$ cat src/rtl/ufit_pkg.sv
package ufit_pkg;

    localparam int FRAME_W = 11;
    localparam int NUM_ST  = 8;

    typedef enum int unsigned {
        ST_SPEED      = 0,
        ST_SUSPEND    = 1,
        ST_USOF       = 2,
        ST_FSOF       = 3,
        ST_BUSRST_END = 4,
        ST_WAKE       = 5,
        ST_RESUME_END = 6,
        ST_UPRESUME   = 7
    } ufit_stat_e;

    typedef struct packed {
        logic suspend;
        logic usof;
        logic fsof;
        logic busrst_end;
        logic wake;
        logic resume_end;
        logic upresume;
    } ufit_evt_t;

    function automatic logic [NUM_ST-1:0] evt_to_vec(input ufit_evt_t e);
        logic [NUM_ST-1:0] v;
        v                = '0;
        v[ST_SUSPEND]    = e.suspend;
        v[ST_USOF]       = e.usof;
        v[ST_FSOF]       = e.fsof;
        v[ST_BUSRST_END] = e.busrst_end;
        v[ST_WAKE]       = e.wake;
        v[ST_RESUME_END] = e.resume_end;
        v[ST_UPRESUME]   = e.upresume;
        return v;
    endfunction

endpackage

$ cat src/rtl/ufit_frame_timer.sv
module ufit_frame_timer
    import ufit_pkg::*;
#(
    parameter int TICKS_UFRAME = 125,
    parameter int UFRAMES      = 8      // power of two
) (
    input  logic                       clk,
    input  logic                       rst,
    input  logic                       tick,
    input  logic                       hs,
    input  logic                       sof_valid,
    input  logic [FRAME_W-1:0]         sof_frame,
    output logic [FRAME_W-1:0]         frame_num,
    output logic [$clog2(UFRAMES)-1:0] uframe_num,
    output logic                       int_evt,
    output logic                       micro_evt
);
    localparam int FS_TICKS = TICKS_UFRAME * UFRAMES;
    localparam int CNT_W    = $clog2(FS_TICKS);
    localparam int UF_W     = $clog2(UFRAMES);

    logic [CNT_W-1:0]   cnt_q;
    logic               armed_q;
    logic [FRAME_W-1:0] frame_q;
    logic [UF_W-1:0]    uf_q;

    logic [CNT_W-1:0] period_last;
    logic             last_uf;
    logic             tok_new;
    logic             synth;

    always_comb begin
        period_last = hs ? CNT_W'(TICKS_UFRAME - 1) : CNT_W'(FS_TICKS - 1);
        last_uf     = (uf_q == UF_W'(UFRAMES - 1));
        tok_new     = !armed_q || !hs || (sof_frame != frame_q);
        synth       = armed_q && tick && !sof_valid && (cnt_q >= period_last);
        if (sof_valid) begin
            int_evt   = tok_new;
            micro_evt = !tok_new;
        end else begin
            int_evt   = synth && (!hs || last_uf);
            micro_evt = synth && hs && !last_uf;
        end
    end

    always_ff @(posedge clk) begin
        if (rst) begin
            cnt_q   <= '0;
            armed_q <= 1'b0;
            frame_q <= '0;
            uf_q    <= '0;
        end else if (sof_valid) begin
            armed_q <= 1'b1;
            cnt_q   <= '0;
            if (tok_new) begin
                frame_q <= sof_frame;
                uf_q    <= '0;
            end else begin
                uf_q <= uf_q + 1'b1;
            end
        end else if (armed_q && tick) begin
            cnt_q <= synth ? '0 : cnt_q + 1'b1;
            if (int_evt) begin
                frame_q <= frame_q + 1'b1;
                uf_q    <= '0;
            end else if (micro_evt) begin
                uf_q <= uf_q + 1'b1;
            end
        end
    end

    assign frame_num  = frame_q;
    assign uframe_num = uf_q;

    a_r4_sof_exclusive: assert property (@(posedge clk) disable iff (rst)
        !(int_evt && micro_evt));

    a_r3_micro_holds_frame: assert property (@(posedge clk) disable iff (rst)
        micro_evt |=> ($stable(frame_num) && uframe_num == $past(uframe_num) + 1'b1));

    a_r4_frame_start_zero: assert property (@(posedge clk) disable iff (rst)
        int_evt |=> (uframe_num == '0));

    a_r5_synth_frame_step: assert property (@(posedge clk) disable iff (rst)
        (int_evt && !sof_valid) |=> (frame_num == $past(frame_num) + 1'b1));

endmodule

$ cat src/rtl/ufit_suspend_det.sv
module ufit_suspend_det #(
    parameter int IDLE_TICKS = 3000
) (
    input  logic clk,
    input  logic rst,
    input  logic tick,
    input  logic idle,
    input  logic activity,
    output logic evt
);
    localparam int CW = $clog2(IDLE_TICKS + 1);

    logic [CW-1:0] cnt_q;
    logic          done_q;

    assign evt = tick && idle && !activity && !done_q && (cnt_q == CW'(IDLE_TICKS - 1));

    always_ff @(posedge clk) begin
        if (rst) begin
            cnt_q  <= '0;
            done_q <= 1'b0;
        end else if (!idle || activity) begin
            cnt_q  <= '0;
            done_q <= 1'b0;
        end else if (tick && !done_q) begin
            if (evt) begin
                cnt_q  <= '0;
                done_q <= 1'b1;
            end else begin
                cnt_q <= cnt_q + 1'b1;
            end
        end
    end

    a_r8_needs_idle: assert property (@(posedge clk) disable iff (rst)
        evt |-> $past(idle));

    a_r8_once_per_idle: assert property (@(posedge clk) disable iff (rst)
        evt |=> !evt);

endmodule

$ cat src/rtl/ufit_status_regs.sv
module ufit_status_regs
    import ufit_pkg::*;
(
    input  logic              clk,
    input  logic              rst,
    input  logic              hs,
    input  ufit_evt_t         evt,
    input  logic              clr_we,
    input  logic [NUM_ST-1:0] clr_data,
    input  logic              en_we,
    input  logic [NUM_ST-1:0] en_data,
    output logic [NUM_ST-1:0] status,
    output logic [NUM_ST-1:0] enable,
    output logic              irq
);
    logic [NUM_ST-1:0] status_q;
    logic [NUM_ST-1:0] enable_q;
    logic [NUM_ST-1:0] set_vec;
    logic [NUM_ST-1:0] clr_vec;
    logic [NUM_ST-1:0] status_d;

    always_comb begin
        set_vec = evt_to_vec(evt);
        clr_vec = clr_we ? clr_data : '0;
        for (int i = 0; i < NUM_ST; i++) begin
            status_d[i] = (status_q[i] & ~clr_vec[i]) | set_vec[i];
        end
        status_d[ST_SPEED] = hs;
    end

    always_ff @(posedge clk) begin
        if (rst) begin
            status_q <= '0;
            enable_q <= '0;
        end else begin
            status_q <= status_d;
            if (en_we) enable_q <= en_data;
        end
    end

    assign status = status_q;
    assign enable = enable_q;
    assign irq    = |(status_q & enable_q);

    a_r2_speed_follows: assert property (@(posedge clk) disable iff (rst)
        !rst |=> (status[ST_SPEED] == $past(hs)));

    a_r10_set_wins: assert property (@(posedge clk) disable iff (rst)
        (|set_vec) |=> ((status & $past(set_vec)) == $past(set_vec)));

    for (genvar g = 1; g < NUM_ST; g++) begin : g_clr_chk
        a_r10_clear_bit: assert property (@(posedge clk) disable iff (rst)
            (clr_vec[g] && !set_vec[g]) |=> !status[g]);
    end

endmodule

$ cat src/rtl/usb_frame_irq_tracker.sv
module usb_frame_irq_tracker
    import ufit_pkg::*;
#(
    parameter int TICKS_UFRAME = 125,
    parameter int UFRAMES      = 8,
    parameter int SUSP_FRAMES  = 3
) (
    input  logic                       clk,
    input  logic                       rst,
    input  logic                       tick_1us,
    input  logic                       hs_mode,
    input  logic                       sof_valid,
    input  logic [10:0]                sof_frame,
    input  logic                       bus_idle,
    input  logic                       bus_reset_end,
    input  logic                       resume_end,
    input  logic                       wakeup,
    input  logic                       upstream_resume_end,
    input  logic                       clr_we,
    input  logic [7:0]                 clr_data,
    input  logic                       en_we,
    input  logic [7:0]                 en_data,
    output logic [7:0]                 status,
    output logic [7:0]                 enable,
    output logic                       irq,
    output logic [10:0]                frame_num,
    output logic [$clog2(UFRAMES)-1:0] uframe_num
);
    localparam int IDLE_TICKS = SUSP_FRAMES * TICKS_UFRAME * UFRAMES;

    logic      int_evt;
    logic      micro_evt;
    logic      susp_evt;
    ufit_evt_t evt;

    ufit_frame_timer #(
        .TICKS_UFRAME (TICKS_UFRAME),
        .UFRAMES      (UFRAMES)
    ) u_timer (
        .clk        (clk),
        .rst        (rst),
        .tick       (tick_1us),
        .hs         (hs_mode),
        .sof_valid  (sof_valid),
        .sof_frame  (sof_frame),
        .frame_num  (frame_num),
        .uframe_num (uframe_num),
        .int_evt    (int_evt),
        .micro_evt  (micro_evt)
    );

    ufit_suspend_det #(
        .IDLE_TICKS (IDLE_TICKS)
    ) u_susp (
        .clk      (clk),
        .rst      (rst),
        .tick     (tick_1us),
        .idle     (bus_idle),
        .activity (sof_valid),
        .evt      (susp_evt)
    );

    always_comb begin
        evt.suspend    = susp_evt;
        evt.usof       = micro_evt;
        evt.fsof       = int_evt;
        evt.busrst_end = bus_reset_end;
        evt.wake       = wakeup;
        evt.resume_end = resume_end;
        evt.upresume   = upstream_resume_end;
    end

    ufit_status_regs u_regs (
        .clk      (clk),
        .rst      (rst),
        .hs       (hs_mode),
        .evt      (evt),
        .clr_we   (clr_we),
        .clr_data (clr_data),
        .en_we    (en_we),
        .en_data  (en_data),
        .status   (status),
        .enable   (enable),
        .irq      (irq)
    );

    a_r11_irq_masked: assert property (@(posedge clk) disable iff (rst)
        (enable == 8'h00) |-> !irq);

endmodule

$ cat config.mk
export PLATFORM = sky130hd
export DESIGN_NAME = usb_frame_irq_tracker
export DESIGN_NICKNAME = d
export VERILOG_FILES = /design/src/rtl/ufit_pkg.sv /design/src/rtl/ufit_frame_timer.sv /design/src/rtl/ufit_suspend_det.sv /design/src/rtl/ufit_status_regs.sv /design/src/rtl/usb_frame_irq_tracker.sv
export SDC_FILE = /design/constraint.sdc
export NUM_CORES = 1
export LEC_CHECK = 0
export BUFFER_PORTS_ARGS = -buffer_cell sky130_fd_sc_hd__buf_2
export CAP_MARGIN = 15
export CORE_MARGIN = 1
export CORE_UTILIZATION = 59
export CTS_BUF_LIST = sky130_fd_sc_hd__clkbuf_8
export CTS_CLUSTER_DIAMETER = 100
export DETAILED_ROUTE_END_ITERATION = 6
export PLACE_DENSITY = 0.86
export SYNTH_ARGS = -nofsm -noshare
export SYNTH_HDL_FRONTEND = slang
export SYNTH_SLANG_ARGS = --single-unit
$ cat constraint.sdc
create_clock -name clk -period 4.17 [get_ports clk]
set_clock_uncertainty 0.2 [all_clocks]
set_input_delay 0.834 -clock clk [delete_from_list [all_inputs] [get_ports clk]]
set_output_delay 0.834 -clock clk [all_outputs]
set_load 0.1 [all_outputs]
==> run_results.csv, run 1 <==
group,metric,value,unit
route,wl,6.761,mm
power_and_ir_drop,cellPowerDensity,358.5,nW/um^2
clock_tree,cts_htree_levels,2,
run_status,status,"complete, no violations",
clock_tree,postCtsHoldBufs,0,
global_routing,gr-total-overflow,0,
global_routing,grt_max_degree,28,
run,max-cap-violations,0,
cells_and_area,layout_commonest_cell,"buf_2",
floorplanning,fp.dieArea,5109,sq um
cells_and_area,area_delta_synth_final,17.05,%
floorplanning,pin_count,70,
sta,holdWs,0.2968,ns
clock_tree,clk_path_buf_depth,2,
sta,finalHoldViolCount,0,
floorplanning,floorplan.rows,24,
place,dp_hpwl,4.919,mm
setup_path,crit_fanout,7,
cells_and_area,final_nets,449,
route,drc_errors,0,
sta,drv_slew,0,
yosys,netlist_top_cells_area,"dfxtp_1 (38%), nor2_1 (6.2%), xnor2_1 (5.5%), ha_1 (5.3%), nand2_1 (4.9%)",
yosys,synth_edf_count,0,
global_routing,grtUsageTotal,27.89,%
setup_path,r2r_start,"u_timer.cnt_q[0]",
yosys,syn_nets,383,
floorplanning,coreArea,4504,sq um
setup_path,crit_path_start_kind,"input pin",
route,drtIter0Drc,138,
min_path,whs_endpoint,"u_regs.status[1]",
clock_tree,clk_pin_slew,0.10,ns
yosys,synth_area,2848,sq um
route,num_vias,2734,
sta,post-route-min-period,2.988,ns
yosys,async_flop_share,0,%
clock_tree,clock_latency,0.32,ns
min_path,hold_path_depth,2,
place,io_buffers,68,
floorplanning,fp.dieW,71.48,microns
setup_path,crit_buf_inv,2,
power_and_ir_drop,peakVddDrop,290.3,uV
clock_tree,cts_buffers,5,
yosys,syn_inst,332,
yosys,synth_cell_type_count,48,
route,routedWlPerCell,14.99,microns
setup_path,critPathRequiredTime,4.16,ns
yosys,synth.ff_latch_count,54,
clock_tree,cts_setup_buffers,0,
power_and_ir_drop,p_total,1.195,mW
setup_path,rrSetupSlack,1.55,ns
cells_and_area,antennaDiodeCount,0,
sta,final-setup-viol-count,0,
cells_and_area,drive_above_1_share,20.80,%
place,gp_congestion,0.8024,
sta,fin_tns_setup,0,ns
yosys,ys_warn_count,0,
setup_path,slowest_stage,"a2111oi_4",
setup_path,path_cells,"buf_2 > inv_1 > ha_1 > nand2b_1 > a2111oi_4 > nor4_1 > nor3_1 > o211ai_1",
yosys,synth_top_cell_by_area,"dfxtp_1",
floorplanning,die_h,71.48,microns
clock_tree,clock-root-buffer,"clkbuf_8",
yosys,synth_ff_type,"dfxtp_1",
setup_path,crit_path_end_kind,"flop",
sta,worst_pin_slew,0.6298,ns
clock_tree,cts_resized,0,
route,ant_nets,0,
sta,max_freq,334.6,MHz
sta,finalCritPeriodShare,71.66,%
global_routing,grt_pass1_wl,11.28,mm
route,vias_per_cell,6.062,
yosys,seq_area_frac_synth,37.96,%
min_path,hold_path_class,"flop to flop",
sta,relSlewSlack,57.62,%
setup_path,crit_family,"simple AND/OR/NAND/NOR gates",
setup_path,worstReg2RegEnd,"u_timer.frame_num[9]",
setup_path,worst_path_largest_cell_delay,0.52,ns
cells_and_area,final_cell_mix,"buf_2 (68), dfxtp_1 (54), nor2_1 (47)",
clock_tree,cts.sinks,54,
sta,rsz0062_at_grt,"no",
route,dr.pass1.iters,4,
setup_path,critPathArrivalTime,2.98,ns
setup_path,worstRegToRegCells,7,
min_path,min-delay-start,"u_regs.status[1]",
power_and_ir_drop,p_leak,1.381,nW
clock_tree,cts_tree,"built",
yosys,synth_top_area_share,37.96,%
yosys,synth.avg_cell_area,8.578,sq um
global_routing,antenna_found_initial,0,
floorplanning,initial_utilization,63.22,%
setup_path,criticalPathCategory,"input pin to flop",
global_routing,grt_pass1_vias,2532,
-- layer usage --
| layer | vias up | share of wire [%] | GRT usage [%] |
|---|---|---|---|
| li1 | 1345 | - | - |
| met1 | 1255 | 42 | 32.47 |
| met2 | 118 | 49 | 49.52 |
| met3 | 16 | 7.5 | 7.454 |
| met4 | 0 | 1.8 | 9.804 |
| met5 | - | 0 | 0 |
-- where the power goes --
part,switching [mW],internal (mW),leakage (nW)
Clock,0.181,0.183,0.0591
Combinational,0.210,0.0626,0.880
Sequential,0.0239,0.535,0.442
-- synthesized netlist by cell type, types with 2 or more instances --
cell type,n
a22oi_1,4
a311oi_1,3
nand2b_1,2
o221ai_1,2
o211a_1,2
o21ai_2,2
o31ai_1,6
xor2_1,12
and2_1,4
o31a_1,2
xnor2_1,18
o211ai_1,6
clkbuf_1,5
and3_1,3
a21oi_1,12
nor3_1,6
o41ai_1,2
or4_1,5
nor4_1,4
ha_1,12
nor2_1,47
nand3_1,18
buf_2,2
nand2_1,37
o2111ai_1,3
mux2i_1,9
o32ai_1,3
dfxtp_1,54
buf_1,2
nand4_1,10
o21ai_0,5
inv_1,10
o22ai_1,2
a31oi_1,4
-- sequential cells by signal, indices dropped and copies added (netlist names) --
signal              count
u_regs.enable           8
u_timer.armed_q         1
u_regs.status           8
u_timer.uframe_num      3
u_timer.cnt_q          10
u_timer.frame_num      11
u_susp.cnt_q           12
u_susp.done_q           1
-- cells by family (layout without fill, tap and decap cells) --
| family | after synthesis | after routing | share of synthesized area, % |
|---|---|---|---|
| XOR/XNOR | 30 | 30 | 9.227 |
| AND/OR/NAND/NOR | 142 | 142 | 23.33 |
| flip-flops | 54 | 54 | 37.96 |
| adder cells (fa/ha/maj) | 12 | 12 | 5.272 |
| buffers and inverters | 19 | 86 | 2.593 |
| AO/OA/AOI/OAI | 66 | 66 | 18.45 |
| multiplexers | 9 | 9 | 3.164 |
-- worst max path at each step --
stage | startpoint | end | slack, ns | cells past startpoint
3_3_place_gp | hs_mode | u_timer.frame_num[9] | 1.02 | 8
4_1_cts | hs_mode | u_timer.frame_num[9] | 1.21 | 8
2_1_floorplan | u_regs.status[4] | irq | 1.15 | 2
3_5_place_dp | hs_mode | u_timer.frame_num[9] | 0.92 | 8
5_1_grt | hs_mode | u_timer.frame_num[9] | 1.08 | 8
6_report | hs_mode | u_timer.frame_num[9] | 1.18 | 8
-- layout make-up --
| type | instances | area (sq um) |
|---|---|---|
| clock buffers | 5 | 68.82 |
| multi-input cells | 259 | 1693 |
| fillers | 351 | 1171 |
| well taps | 52 | 65.06 |
| repair buffers | 68 | 340.3 |
| inverters | 10 | 37.54 |
| clock inverters | 3 | 47.55 |
| flip-flops and latches | 54 | 1081 |
-- metrics by stage --
stage	setup slack [ns]	area (sq um)	cells	util, %
2_1_floorplan	1.148	2848	332	-
3_3_place_gp	1.018	3217	443	71.42
3_5_place_dp	0.9176	3217	443	71.42
4_1_cts	1.214	3333	451	74.00
5_1_grt	1.075	3333	451	74.00
6_report	1.182	3333	451	74.00
-- worst reg2reg max path, delay by kind of cell (launching register included) --
family                     cells  cell delay (ns)
buffers and inverters          1             0.06
and+or+nand+nor                3             0.88
adders and majority gates      1             0.26
DFF                            1             0.41
AOI/OAI and AO/OA              2             0.68
Power figures use the tool's default switching activity.
==> run 2: changes to the inputs <==
Settings changed: CORE_UTILIZATION 59 to 55, PLACE_DENSITY 0.86 to 0.81.
Clock period 4.17 ns to 3.07 ns, I/O delays scaled along.
==> run 2 against run 1 <==
Sequential share of layout area decreased by 0.17 points. Count of clock-buffer cells in the layout stayed put. Non-clock buffer count rose by 3. Setup slack got worse by 0.77 ns. Combinational power is 36% higher. Final cell count increased by 4.0%. Die area rose by 7.1%. Final area grew 0.53%. Register-to-register slack got worse by 0.98 ns. Sequential power rose by 36%. Critical path depth unchanged. Hold slack better by 0.0017 ns.
==> run_results.csv, run 2 (same netlist as run 1, synthesis figures left out) <==
group,metric,value,unit
sta,final-setup-viol-count,0,
clock_tree,clock-root-buffer,"clkbuf_8",
route,vias_per_cell,5.770,
cells_and_area,final_cells,469,
sta,drv_slew,0,
cells_and_area,fillers,412,
clock_tree,cts_setup_buffers,0,
cells_and_area,regMostFlops,"u_susp.cnt_q",
global_routing,grt_pass1_vias,2379,
power_and_ir_drop,cellPowerDensity,458.7,nW/um^2
sta,worst_pin_slew,0.6632,ns
floorplanning,floorplan.rows,25,
cells_and_area,area_delta_synth_final,17.66,%
setup_path,critPathArrivalTime,2.68,ns
place,pre_cts_ws,0.09615,ns
setup_path,crit_fanout,17,
route,routedWlPerCell,13.78,microns
cells_and_area,antennaDiodeCount,0,
cells_and_area,postLayoutCoreUtil,69.11,%
clock_tree,clk_pin_slew,0.10,ns
cells_and_area,drive_above_1_share,21.39,%
route,ant_nets,0,
cells_and_area,final_nets,452,
place,placed_cells,461,
global_routing,grt_pass1_wl,10.23,mm
sta,rsz0062_at_grt,"no",
run_status,status,"complete, no violations",
clock_tree,postCtsHoldBufs,0,
clock_tree,cts.sinks,54,
floorplanning,fp.dieW,73.96,microns
setup_path,worstRegToRegCells,7,
global_routing,grtUsageTotal,24.02,%
setup_path,critPathRequiredTime,3.09,ns
route,drtIter0Drc,131,
setup_path,crit_path_start_kind,"input pin",
sta,finalCritPeriodShare,86.60,%
clock_tree,clock_latency,0.31,ns
clock_tree,cts_resized,0,
run,max-cap-violations,0,
route,drc_errors,0,
power_and_ir_drop,p_leak,1.376,nW
route,num_vias,2706,
sta,max_freq,376.1,MHz
cells_and_area,final_cell_mix,"buf_2 (68), dfxtp_1 (54), nor2_1 (47)",
clock_tree,clk_path_buf_depth,2,
route,dr.pass1.iters,4,
place,dp_hpwl,4.861,mm
min_path,hold_path_class,"flop to flop",
sta,finalHoldViolCount,0,
floorplanning,pin_count,70,
floorplanning,coreArea,4848,sq um
route,wl,6.463,mm
sta,fin_ws,0.4115,ns
setup_path,criticalPathCategory,"input pin to flop",
global_routing,grt_max_degree,28,
sta,fin_tns_setup,0,ns
sta,post-route-min-period,2.659,ns
global_routing,gr-total-overflow,0,
setup_path,crit_path_end_kind,"flop",
floorplanning,die_h,73.96,microns
floorplanning,fp.dieArea,5469,sq um
cells_and_area,layout_commonest_cell,"buf_2",
floorplanning,initial_utilization,58.74,%
place,gp_congestion,0.8600,
place,io_buffers,68,
cells_and_area,largest_reg_flops,12,
min_path,hold_path_depth,2,
clock_tree,cts_buffers,5,
clock_tree,cts_htree_levels,2,
global_routing,antenna_found_initial,0,
clock_tree,cts_tree,"built",
sta,relSlewSlack,55.38,%
power_and_ir_drop,peakVddDrop,334.3,uV
==> run 2: through the flow <==
step	cell area [sq um]	total power, mW	hold slack [ns]
floorplan	2848	1.059	0.2574
global placement	3258	1.139	0.2756
detailed placement	3258	1.144	0.2884
CTS	3351	1.545	0.3036
global route	3351	1.603	0.3058
finish	3351	1.537	0.2984
==> run 2: worst max-delay path, stage by stage <==
cell and delay, ns:
buf_2 0.17, inv_1 0.11, ha_1 0.30, a211o_2 0.13, o2111ai_2 0.19, o31a_4 0.42
or4_1 0.48, a311oi_1 0.26
==> run 2: routing by layer <==
layer | track usage, % | routed length, microns | up-vias
li1 | - | - | 1348
met1 | 30.08 | 3027 | 1248
met2 | 41.72 | 2947 | 101
met3 | 4.336 | 384 | 9
met4 | 7.906 | 104 | 0
met5 | 0 | 0 | -
==> run 2: cell type report <==
| class | count | area [sq um] | share of cell area, % |
|---|---|---|---|
| timing repair buffer | 71 | 362.8 | 10.83 |
| sequential | 54 | 1081 | 32.26 |
| tap | 67 | 83.83 | 2.502 |
| multi-input combinational | 259 | 1693 | 50.52 |
| clock buffer | 5 | 68.82 | 2.054 |
| inverter | 10 | 37.54 | 1.120 |
| clock inverter | 3 | 23.77 | 0.7095 |
==> run 2: path summary, 6_finish.rpt <==
path | startpoint | to | slack (ns)
setup / recovery | hs_mode | u_timer.frame_num[4] | 0.41
hold / removal | u_regs.status[3] | u_regs.status[3] | 0.30
setup reg to reg | u_timer.cnt_q[0] | u_timer.frame_num[9] | 0.57
hold reg to reg | u_regs.status[3] | u_regs.status[3] | 0.30
==> run 2: power by group <==
group	total, mW	leakage (nW)	switching [mW]	internal, mW
Combinational	0.371	0.894	0.284	0.0869
Sequential	0.758	0.442	0.0313	0.726
Clock	0.408	0.0408	0.245	0.164
